<file path="src/rtl/uart_os_rx_pkg.sv">
package uart_os_rx_pkg;

  typedef enum logic [1:0] {
    RX_IDLE,
    RX_START,
    RX_DATA,
    RX_STOP
  } rx_state_t;

  function automatic logic vote3(input logic a, input logic b, input logic c);
    return (a & b) | (a & c) | (b & c);
  endfunction

endpackage

</file>
<file path="src/rtl/rx_sync.sv">
module rx_sync #(
  parameter int   STAGES = 2,
  parameter logic INIT   = 1'b1
) (
  input  logic clk,
  input  logic rst,
  input  logic d,
  output logic q
);

  logic [STAGES-1:0] chain;

  always_ff @(posedge clk) begin
    if (rst) chain <= {STAGES{INIT}};
    else     chain <= {chain[STAGES-2:0], d};
  end

  assign q = chain[STAGES-1];

endmodule

</file>
<file path="src/rtl/rx_vote.sv">
module rx_vote
  import uart_os_rx_pkg::*;
#(
  parameter int OVS = 16
) (
  input  logic clk,
  input  logic rst,
  input  logic tick,
  input  logic line,
  input  logic launch,
  input  logic active,
  output logic bit_stb,
  output logic bit_val,
  output logic bit_noise
);

  localparam int CW = $clog2(OVS);
  // The counter holds the number of samples already taken in this bit.
  localparam logic [CW-1:0] TAKE_A = CW'(OVS / 2 - 1);
  localparam logic [CW-1:0] TAKE_B = CW'(OVS / 2);
  localparam logic [CW-1:0] TAKE_C = CW'(OVS / 2 + 1);

  logic [CW-1:0] cnt;
  logic          smp_a, smp_b;

  always_ff @(posedge clk) begin
    if (rst) begin
      cnt   <= '0;
      smp_a <= 1'b1;
      smp_b <= 1'b1;
    end else if (launch) begin
      cnt <= CW'(1);
    end else if (!active) begin
      cnt <= '0;
    end else if (tick) begin
      cnt <= cnt + CW'(1);
      if (cnt == TAKE_A) smp_a <= line;
      if (cnt == TAKE_B) smp_b <= line;
    end
  end

  assign bit_stb   = active & tick & (cnt == TAKE_C);
  assign bit_val   = vote3(smp_a, smp_b, line);
  assign bit_noise = !((smp_a == smp_b) && (smp_b == line));

endmodule

</file>
<file path="src/rtl/rx_parity.sv">
module rx_parity #(
  parameter int DW = 9
) (
  input  logic [DW-1:0] payload,
  input  logic          long_word,
  input  logic          par_en,
  input  logic          par_odd,
  output logic          par_bad
);

  logic [DW-1:0] mask;
  logic          ones_odd;

  always_comb begin
    mask     = long_word ? {DW{1'b1}} : {1'b0, {(DW-1){1'b1}}};
    ones_odd = ^(payload & mask);
    par_bad  = par_en & (ones_odd != par_odd);
  end

endmodule

</file>
<file path="src/rtl/rx_frame.sv">
module rx_frame
  import uart_os_rx_pkg::*;
#(
  parameter int DW = 9
) (
  input  logic          clk,
  input  logic          rst,
  input  logic          tick,
  input  logic          line,
  input  logic          long_word,
  input  logic          bit_stb,
  input  logic          bit_val,
  input  logic          bit_noise,
  input  logic          par_bad,
  input  logic          par_irq_en,
  input  logic          flag_clr,
  output logic          launch,
  output logic          active,
  output logic [DW-1:0] shreg,
  output logic [DW-1:0] rx_data,
  output logic          rx_valid,
  output logic          noise_flag,
  output logic          parity_err,
  output logic          frame_err,
  output logic          irq
);

  localparam int IW = $clog2(DW);
  localparam logic [IW-1:0] LAST_LONG  = IW'(DW - 1);
  localparam logic [IW-1:0] LAST_SHORT = IW'(DW - 2);

  rx_state_t     state;
  logic [IW-1:0] idx;
  logic          noise_acc;
  logic [IW-1:0] last_idx;

  assign launch   = (state == RX_IDLE) & tick & !line;
  assign active   = (state != RX_IDLE);
  assign last_idx = long_word ? LAST_LONG : LAST_SHORT;

  always_ff @(posedge clk) begin
    if (rst) begin
      state      <= RX_IDLE;
      idx        <= '0;
      shreg      <= '0;
      noise_acc  <= 1'b0;
      rx_data    <= '0;
      rx_valid   <= 1'b0;
      noise_flag <= 1'b0;
      parity_err <= 1'b0;
      frame_err  <= 1'b0;
      irq        <= 1'b0;
    end else begin
      rx_valid <= 1'b0;
      if (flag_clr) begin
        noise_flag <= 1'b0;
        parity_err <= 1'b0;
        frame_err  <= 1'b0;
        irq        <= 1'b0;
      end
      unique case (state)
        RX_IDLE: begin
          if (launch) begin
            state     <= RX_START;
            shreg     <= '0;
            idx       <= '0;
            noise_acc <= 1'b0;
          end
        end
        RX_START: begin
          if (bit_stb) begin
            if (bit_val) begin
              state <= RX_IDLE;
            end else begin
              state     <= RX_DATA;
              noise_acc <= bit_noise;
            end
          end
        end
        RX_DATA: begin
          if (bit_stb) begin
            shreg[idx] <= bit_val;
            noise_acc  <= noise_acc | bit_noise;
            if (idx == last_idx) state <= RX_STOP;
            else                 idx   <= idx + IW'(1);
          end
        end
        RX_STOP: begin
          if (bit_stb) begin
            state    <= RX_IDLE;
            rx_valid <= 1'b1;
            rx_data  <= shreg;
            if (noise_acc | bit_noise)  noise_flag <= 1'b1;
            if (!bit_val)               frame_err  <= 1'b1;
            if (par_bad)                parity_err <= 1'b1;
            if (par_bad && par_irq_en)  irq        <= 1'b1;
          end
        end
        default: state <= RX_IDLE;
      endcase
    end
  end

endmodule

</file>
<file path="src/rtl/uart_os_rx.sv">
module uart_os_rx #(
  parameter int OVS         = 16,
  parameter int DW          = 9,
  parameter int SYNC_STAGES = 2
) (
  input  logic          clk,
  input  logic          rst,
  input  logic          os_tick,
  input  logic          rxd,
  input  logic          cfg_word9,
  input  logic          cfg_par_en,
  input  logic          cfg_par_odd,
  input  logic          cfg_par_irq_en,
  input  logic          flag_clr,
  output logic [DW-1:0] rx_data,
  output logic          rx_valid,
  output logic          noise_flag,
  output logic          parity_err,
  output logic          frame_err,
  output logic          irq
);

  logic          line;
  logic          launch, active;
  logic          bit_stb, bit_val, bit_noise;
  logic          par_bad;
  logic [DW-1:0] shreg;

  rx_sync #(.STAGES(SYNC_STAGES), .INIT(1'b1)) u_sync (
    .clk (clk),
    .rst (rst),
    .d   (rxd),
    .q   (line)
  );

  rx_vote #(.OVS(OVS)) u_vote (
    .clk       (clk),
    .rst       (rst),
    .tick      (os_tick),
    .line      (line),
    .launch    (launch),
    .active    (active),
    .bit_stb   (bit_stb),
    .bit_val   (bit_val),
    .bit_noise (bit_noise)
  );

  rx_parity #(.DW(DW)) u_par (
    .payload   (shreg),
    .long_word (cfg_word9),
    .par_en    (cfg_par_en),
    .par_odd   (cfg_par_odd),
    .par_bad   (par_bad)
  );

  rx_frame #(.DW(DW)) u_frame (
    .clk        (clk),
    .rst        (rst),
    .tick       (os_tick),
    .line       (line),
    .long_word  (cfg_word9),
    .bit_stb    (bit_stb),
    .bit_val    (bit_val),
    .bit_noise  (bit_noise),
    .par_bad    (par_bad),
    .par_irq_en (cfg_par_irq_en),
    .flag_clr   (flag_clr),
    .launch     (launch),
    .active     (active),
    .shreg      (shreg),
    .rx_data    (rx_data),
    .rx_valid   (rx_valid),
    .noise_flag (noise_flag),
    .parity_err (parity_err),
    .frame_err  (frame_err),
    .irq        (irq)
  );

endmodule

</file>
<file path="config.mk">
export PLATFORM = sky130hd
export DESIGN_NAME = uart_os_rx
export DESIGN_NICKNAME = d
export VERILOG_FILES = /design/src/rtl/uart_os_rx_pkg.sv /design/src/rtl/rx_sync.sv /design/src/rtl/rx_vote.sv /design/src/rtl/rx_parity.sv /design/src/rtl/rx_frame.sv /design/src/rtl/uart_os_rx.sv
export SDC_FILE = /design/constraint.sdc
export NUM_CORES = 1
export LEC_CHECK = 0
export CORE_MARGIN = 8
export CORE_UTILIZATION = 30
export CTS_CLUSTER_DIAMETER = 150
export DETAILED_ROUTE_END_ITERATION = 16
export GPL_TIMING_DRIVEN = 0
export PLACE_DENSITY = 0.49
export SLEW_MARGIN = 25
export SYNTH_ARGS = -nofsm -noshare
export SYNTH_HDL_FRONTEND = slang
export SYNTH_HIERARCHICAL = 1
export SYNTH_SLANG_ARGS = --single-unit
export TNS_END_PERCENT = 10
</file>
<file path="constraint.sdc">
create_clock -name clk -period 2.9 [get_ports clk]
set_clock_uncertainty 0.05 [all_clocks]
set_input_delay 0.435 -clock clk [delete_from_list [all_inputs] [get_ports clk]]
set_output_delay 0.435 -clock clk [all_outputs]
set_load 0.01 [all_outputs]
</file>
---- Word level (Yosys, flattened, before mapping) ----
Index checks and enable logic that the tools add are counted.
storage, ports and cells
  output and inout port bits .............. 14
  register bits ........................... 38
operators by class
  order comparisons ....................... 2
  $add $sub $neg .......................... 2
  reduce and logical (&&, ||, !) cells .... 19
  equal/unequal tests ..................... 18
  mux-type cells .......................... 44
  bitwise operators ....................... 15
operator list
  cell                   number
  $mux W9                3
  $mux W1                25
  $pmux W9 S2            1
  $mux W4                4
  $mux W2                6
  $ne A2 B2 Y1 const B   6
  $reduce_and A4 Y1      3
  $reduce_and A5 Y1      2
  $and A9 B9 Y9          1
  $bwmux W9              1
  $reduce_xor A9 Y1      1
  $add A4 B1 Y4 const B  2
  $and A1 B1 Y1          8
  $eq A4 B4 Y1 const B   2
  $pmux W2 S4            1
  $pmux W4 S2            1
  $lt A4 B5 Y1 const B   1
  $demux W1 S4           1
  $eq A2 B2 Y1 const B   2
  $eq A4 B3 Y1 const B   1
  $eq A4 B4 Y1           1
  $ge A4 B1 Y1 const B   1
  $reduce_bool A2 Y1     2
  $logic_and A1 B1 Y1    3
  15 further kinds       21

---- Depth between registers and ports, before layout ----
  depth in word-level cells ............... 9
  mapped depth ............................ 11
  gate-level depth less buffers ........... 9

---- Modules after synthesis ----
The synthesis kept the hierarchy.
by module, submodules not included
  module     area each (um^2)  cells each  instances
  rx_frame   1,557.7           196         1
  rx_vote    381.6             41          1
  rx_parity  93.8              10          1
  rx_sync    52.6              4           1

---- Worst setup path after synthesis ----
OpenSTA, ideal clock, no wires.
  path kind ............................... reg-to-reg
  from .................................... register u_frame.state[0]
  to ...................................... register u_frame.shreg[4]
  data required time ...................... 2.780 ns
  setup slack ............................. 0.602 ns
  arrival time ............................ 2.177 ns
  stages on the path, launching flop included .. 12
  buffers on the path ..................... 2
  path through ............................ dfxtp_1 > inv_1 > ha_1 > clkbuf_1 > inv_1 > nand2_4 > nor2_1 > buf_2 > nand2_1 > a2111oi_2 > nand2_1 > a21oi_1
between the ends
  word-level cells in the longest chain between the ends .. 5
  elaborated cells on any way between the ends .. 12
ends and longest elaborated chain
  element                             RTL line          text
  start, declared                     rx_frame.sv:32    rx_state_t state;
  start signal, assigned              rx_frame.sv:43    state <= RX_IDLE;
  start signal, assigned              rx_frame.sv:64    state <= RX_START;
  start signal, assigned              rx_frame.sv:73    state <= RX_IDLE;
  $reduce_bool A2 Y1                  rx_frame.sv:38    assign active = (state != RX_IDLE);
  via active                          uart_os_rx.sv:24  logic launch, active;
  $and A1 B1 Y1 (2 in series)         rx_vote.sv:42     assign bit_stb = active & tick & (cnt == TAKE_C);
  via bit_stb                         uart_os_rx.sv:25  logic bit_stb, bit_val, bit_noise;
  $ne A2 B2 Y1 (no source line)       n/a
  $reduce_and A3 Y1 (no source line)  n/a
  end signal, assigned by index       rx_frame.sv:82    shreg[idx] <= bit_val;
  end, declared                       rx_frame.sv:19    output logic [DW-1:0] shreg,
The timed path passes the listed nets, and every way through them passes these cells.
A chain may end at the register's enable or synchronous reset.

---- Worst setup path after layout ----
  from .................................... register u_frame.state[0]
  to ...................................... register u_frame.shreg[6]
Same word-level chain as after synthesis.

==> results.toml <==
[flow_run]
maxCapViolCount = 0

[clocking]
cts.sinks = 38
cts_buffer_depth = 2
clock_latency_ns = 0.30
holdBufCountCts = 0
cts_setup_buffers = 0
cts_root_buf = "clkbuf_8"
cts_tree = "built"
path_clk_slew_ns = 0.09
htree_levels = 2
cts_resized = 0
cts_inserted_buffers = 5

[place]
dp_hpwl_um = 3680
gp_congestion = 0.800
port_buffers = 22
placed_area_um2 = 2410

[pwr]
p_leak_nw = 0.930
power_density_nw_per_um2 = 465
p_seq_frac = 0.446
p_int_w = 0.000914
p_comb_frac = 0.094
power_switching_w = 0.000279
swShare = 0.234
pwr-share-clk = 0.460
vdd_drop_max_mv = 0.256

[finish]
area_growth_pct = 23.0
fin_area_um2 = 2560
antenna_cells = 0
final_layout_size_suffix_gt1_frac = 0.0893
nNetsFinal = 303

[grt]
grt_overflow = 0
grt_pass1_vias = 1762
antenna_found_initial = 0
grt_max_degree = 14
grt_use_total = 0.108
grt_pass1_wl_um = 8770

[yosys]
syn_area_um2 = 2090
synth_top_flop_cell = "dfxtp_1"
synth-async-reset-ratio = 0
synthMuxAreaShare = 0.0264
syn-num-nets = 275
synth_top_family_by_area = "simple AND/OR/NAND/NOR gates"
synth_compound_area_frac = 0.188
ys_top_cells_by_area = "dfxtp_1 (36%), ha_1 (9.0%), a21oi_1 (8.6%), nand2_1 (7.4%), o21ai_0 (2.9%)"
yosysUniqueCellTypes = 50
synth_cells = 251
synth-xor-area-share = 0.0528
synth_edf_count = 0
synth_adder_area_share = 0.0900
synth-seq-cells = 38
yosys.area_share.simple = 0.235
ys_warn_count = 6
netlist.area_leader.share = 0.365
postSynthAreaPerCell_um2 = 8.31
ys_seq_area_frac = 0.365
synth_top_area_cell = "dfxtp_1"

[drt]
ant_nets = 0
wirelength_um = 4940
drt_iter0_markers = 77
wire_per_inst_um = 13.7
vias = 1782
via_per_inst = 4.95
drc = 0
dr.pass1.iters = 4

[sta]
grt_setup_unrepaired = "no"
period_share = 0.903
setup_tns_ns = 0
max_freq_ghz = 0.382
hold_viol = 0
max-slew-margin-rel = 0.599
final.min_clock_period_ns = 2.62
slew_violations = 0
finalSetupViolCount = 0
max_slew.worst_pin.slew_ns = 0.594

[critical_path]
critPathMaxFanout = 10
cp_cell_sequence = "inv_1 -> ha_1 -> inv_2 -> nand2_4 -> nor2_1 -> buf_2 -> nand2_1 -> a2111oi_4 -> nand2_1 -> a21oi_1"
worst_setup_path_start_kind = "register"
worstPathArrival_ns = 2.80
critPathBufInv = 3
worstSetupPathType = "reg -> reg"
cp.depth = 10
cp_top_family = "compound AO/OA/AOI/OAI gates"
cpMostUsedCell = "nand2_1"
critical_path.slowest_cell = "a2111oi_4"
ff2ff_path_depth = 10
endpoint_kind = "register"
required_ns = 3.08
max_stage_delay_ns = 0.46

[floorplanning]
rows = 30
core_um2 = 6760
io_pins = 23
fp.dieArea_um2 = 9880
die_w_um = 99.4
dieHeight_um = 99.4
start_util = 0.309

[status]
status = "complete, no violations"

[min_path]
hold_depth = 1
hold_class = "reg -> reg"
## state kept, by name, indices dropped and copies added (netlist names), named ones only
name and flops:
u_frame/rx_valid 1, u_frame/state 1, u_sync/chain 2, u_vote/smp_a 1, u_frame/shreg 9, u_frame/irq 1, u_frame/parity_err 1, u_vote/smp_b 1
u_frame/idx 4, u_vote/cnt 4, u_frame/frame_err 1, u_frame/rx_data 9, u_frame/noise_flag 1, u_frame/noise_acc 1
## metrics by stage
stage,total power [W],util,setup WS (ns),hold WS [ns],instances
floorplan,0.000615,-,0.602,0.333,251
global placement,0.000653,0.356,0.116,0.340,353
detailed placement,0.000654,0.356,0.0786,0.348,353
CTS,0.00122,0.376,0.0357,0.370,361
global route,0.00125,0.380,0.0671,0.397,360
finish,0.00119,0.380,0.281,0.363,360
## synth_stat cells (2+ instances only)
library cell	count
nand4_1	4
o21ai_0	12
a21oi_1	36
nor2b_1	2
ha_1	15
or4_1	3
o31ai_1	3
mux2i_1	4
nand3_1	2
dfxtp_1	38
or2_2	3
nand2_1	41
clkbuf_1	7
xnor2_1	4
a211o_1	2
inv_1	9
a2111oi_2	2
nand2b_1	5
buf_2	3
or2_1	2
nor2_1	16
xor2_1	6
and2_1	3
and2b_1	3
## area by class of cell
cell class	instances	area, µm²
plain buffers	11	48.8
clock buffers	5	68.8
clock inverters	3	68.8
fillers	722	4190
inverters	10	37.5
multi-input cells	191	1260
flip-flops and latches	38	761
well taps	80	100
repair buffers	22	220
## logic make-up after synthesis
family / count (synthesis)
mux: 5
simple gates: 95
fa+ha+maj: 15
xor+xnor: 11
flops: 38
buf+inv: 22
compound gates: 65
## power groups by stage
stage / Clock [W] / Combinational, W / Sequential [W]
floorplan: 0 / 0.0000725 / 0.000543
global placement: 0 / 0.000109 / 0.000544
detailed placement: 0 / 0.000109 / 0.000544
CTS: 0.000573 / 0.000110 / 0.000532
global route: 0.000596 / 0.000125 / 0.000533
finish: 0.000550 / 0.000112 / 0.000532
## final timing paths
check                                              startpoint                            end  slack [ns]
worst max-delay path            u_frame/state[0]$_SDFFE_PP0P_  u_frame/shreg[6]$_SDFFE_PP0P_        0.28
worst min-delay path               u_sync/chain[0]$_SDFF_PP1_     u_sync/chain[1]$_SDFF_PP1_        0.36
worst max register to register  u_frame/state[0]$_SDFFE_PP0P_  u_frame/shreg[6]$_SDFFE_PP0P_        0.28
worst min register to register     u_sync/chain[0]$_SDFF_PP1_     u_sync/chain[1]$_SDFF_PP1_        0.36
## cell usage in the layout, fill, tap and decap left out, types with 4 or more instances in the layout
cell type and n:
nand2_1 41, inv_1 8, nor2_1 16, dfxtp_1 38
o21ai_0 12, clkdlybuf4s50_1 22, nand2b_1 5, ha_1 15
clkbuf_1 6, xor2_1 6, clkbuf_8 5, xnor2_1 4
nand4_1 4, a21oi_1 36, mux2i_1 4
## routing by layer
layer / part of all wire / wire length (µm) / global-route usage
met5: 0 / 0 / 0
met4: 0.011 / 55 / 0.0279
met3: 0.030 / 146 / 0.0279
met2: 0.45 / 2230 / 0.174
met1: 0.51 / 2510 / 0.139
Power figures use the tool's default switching activity.
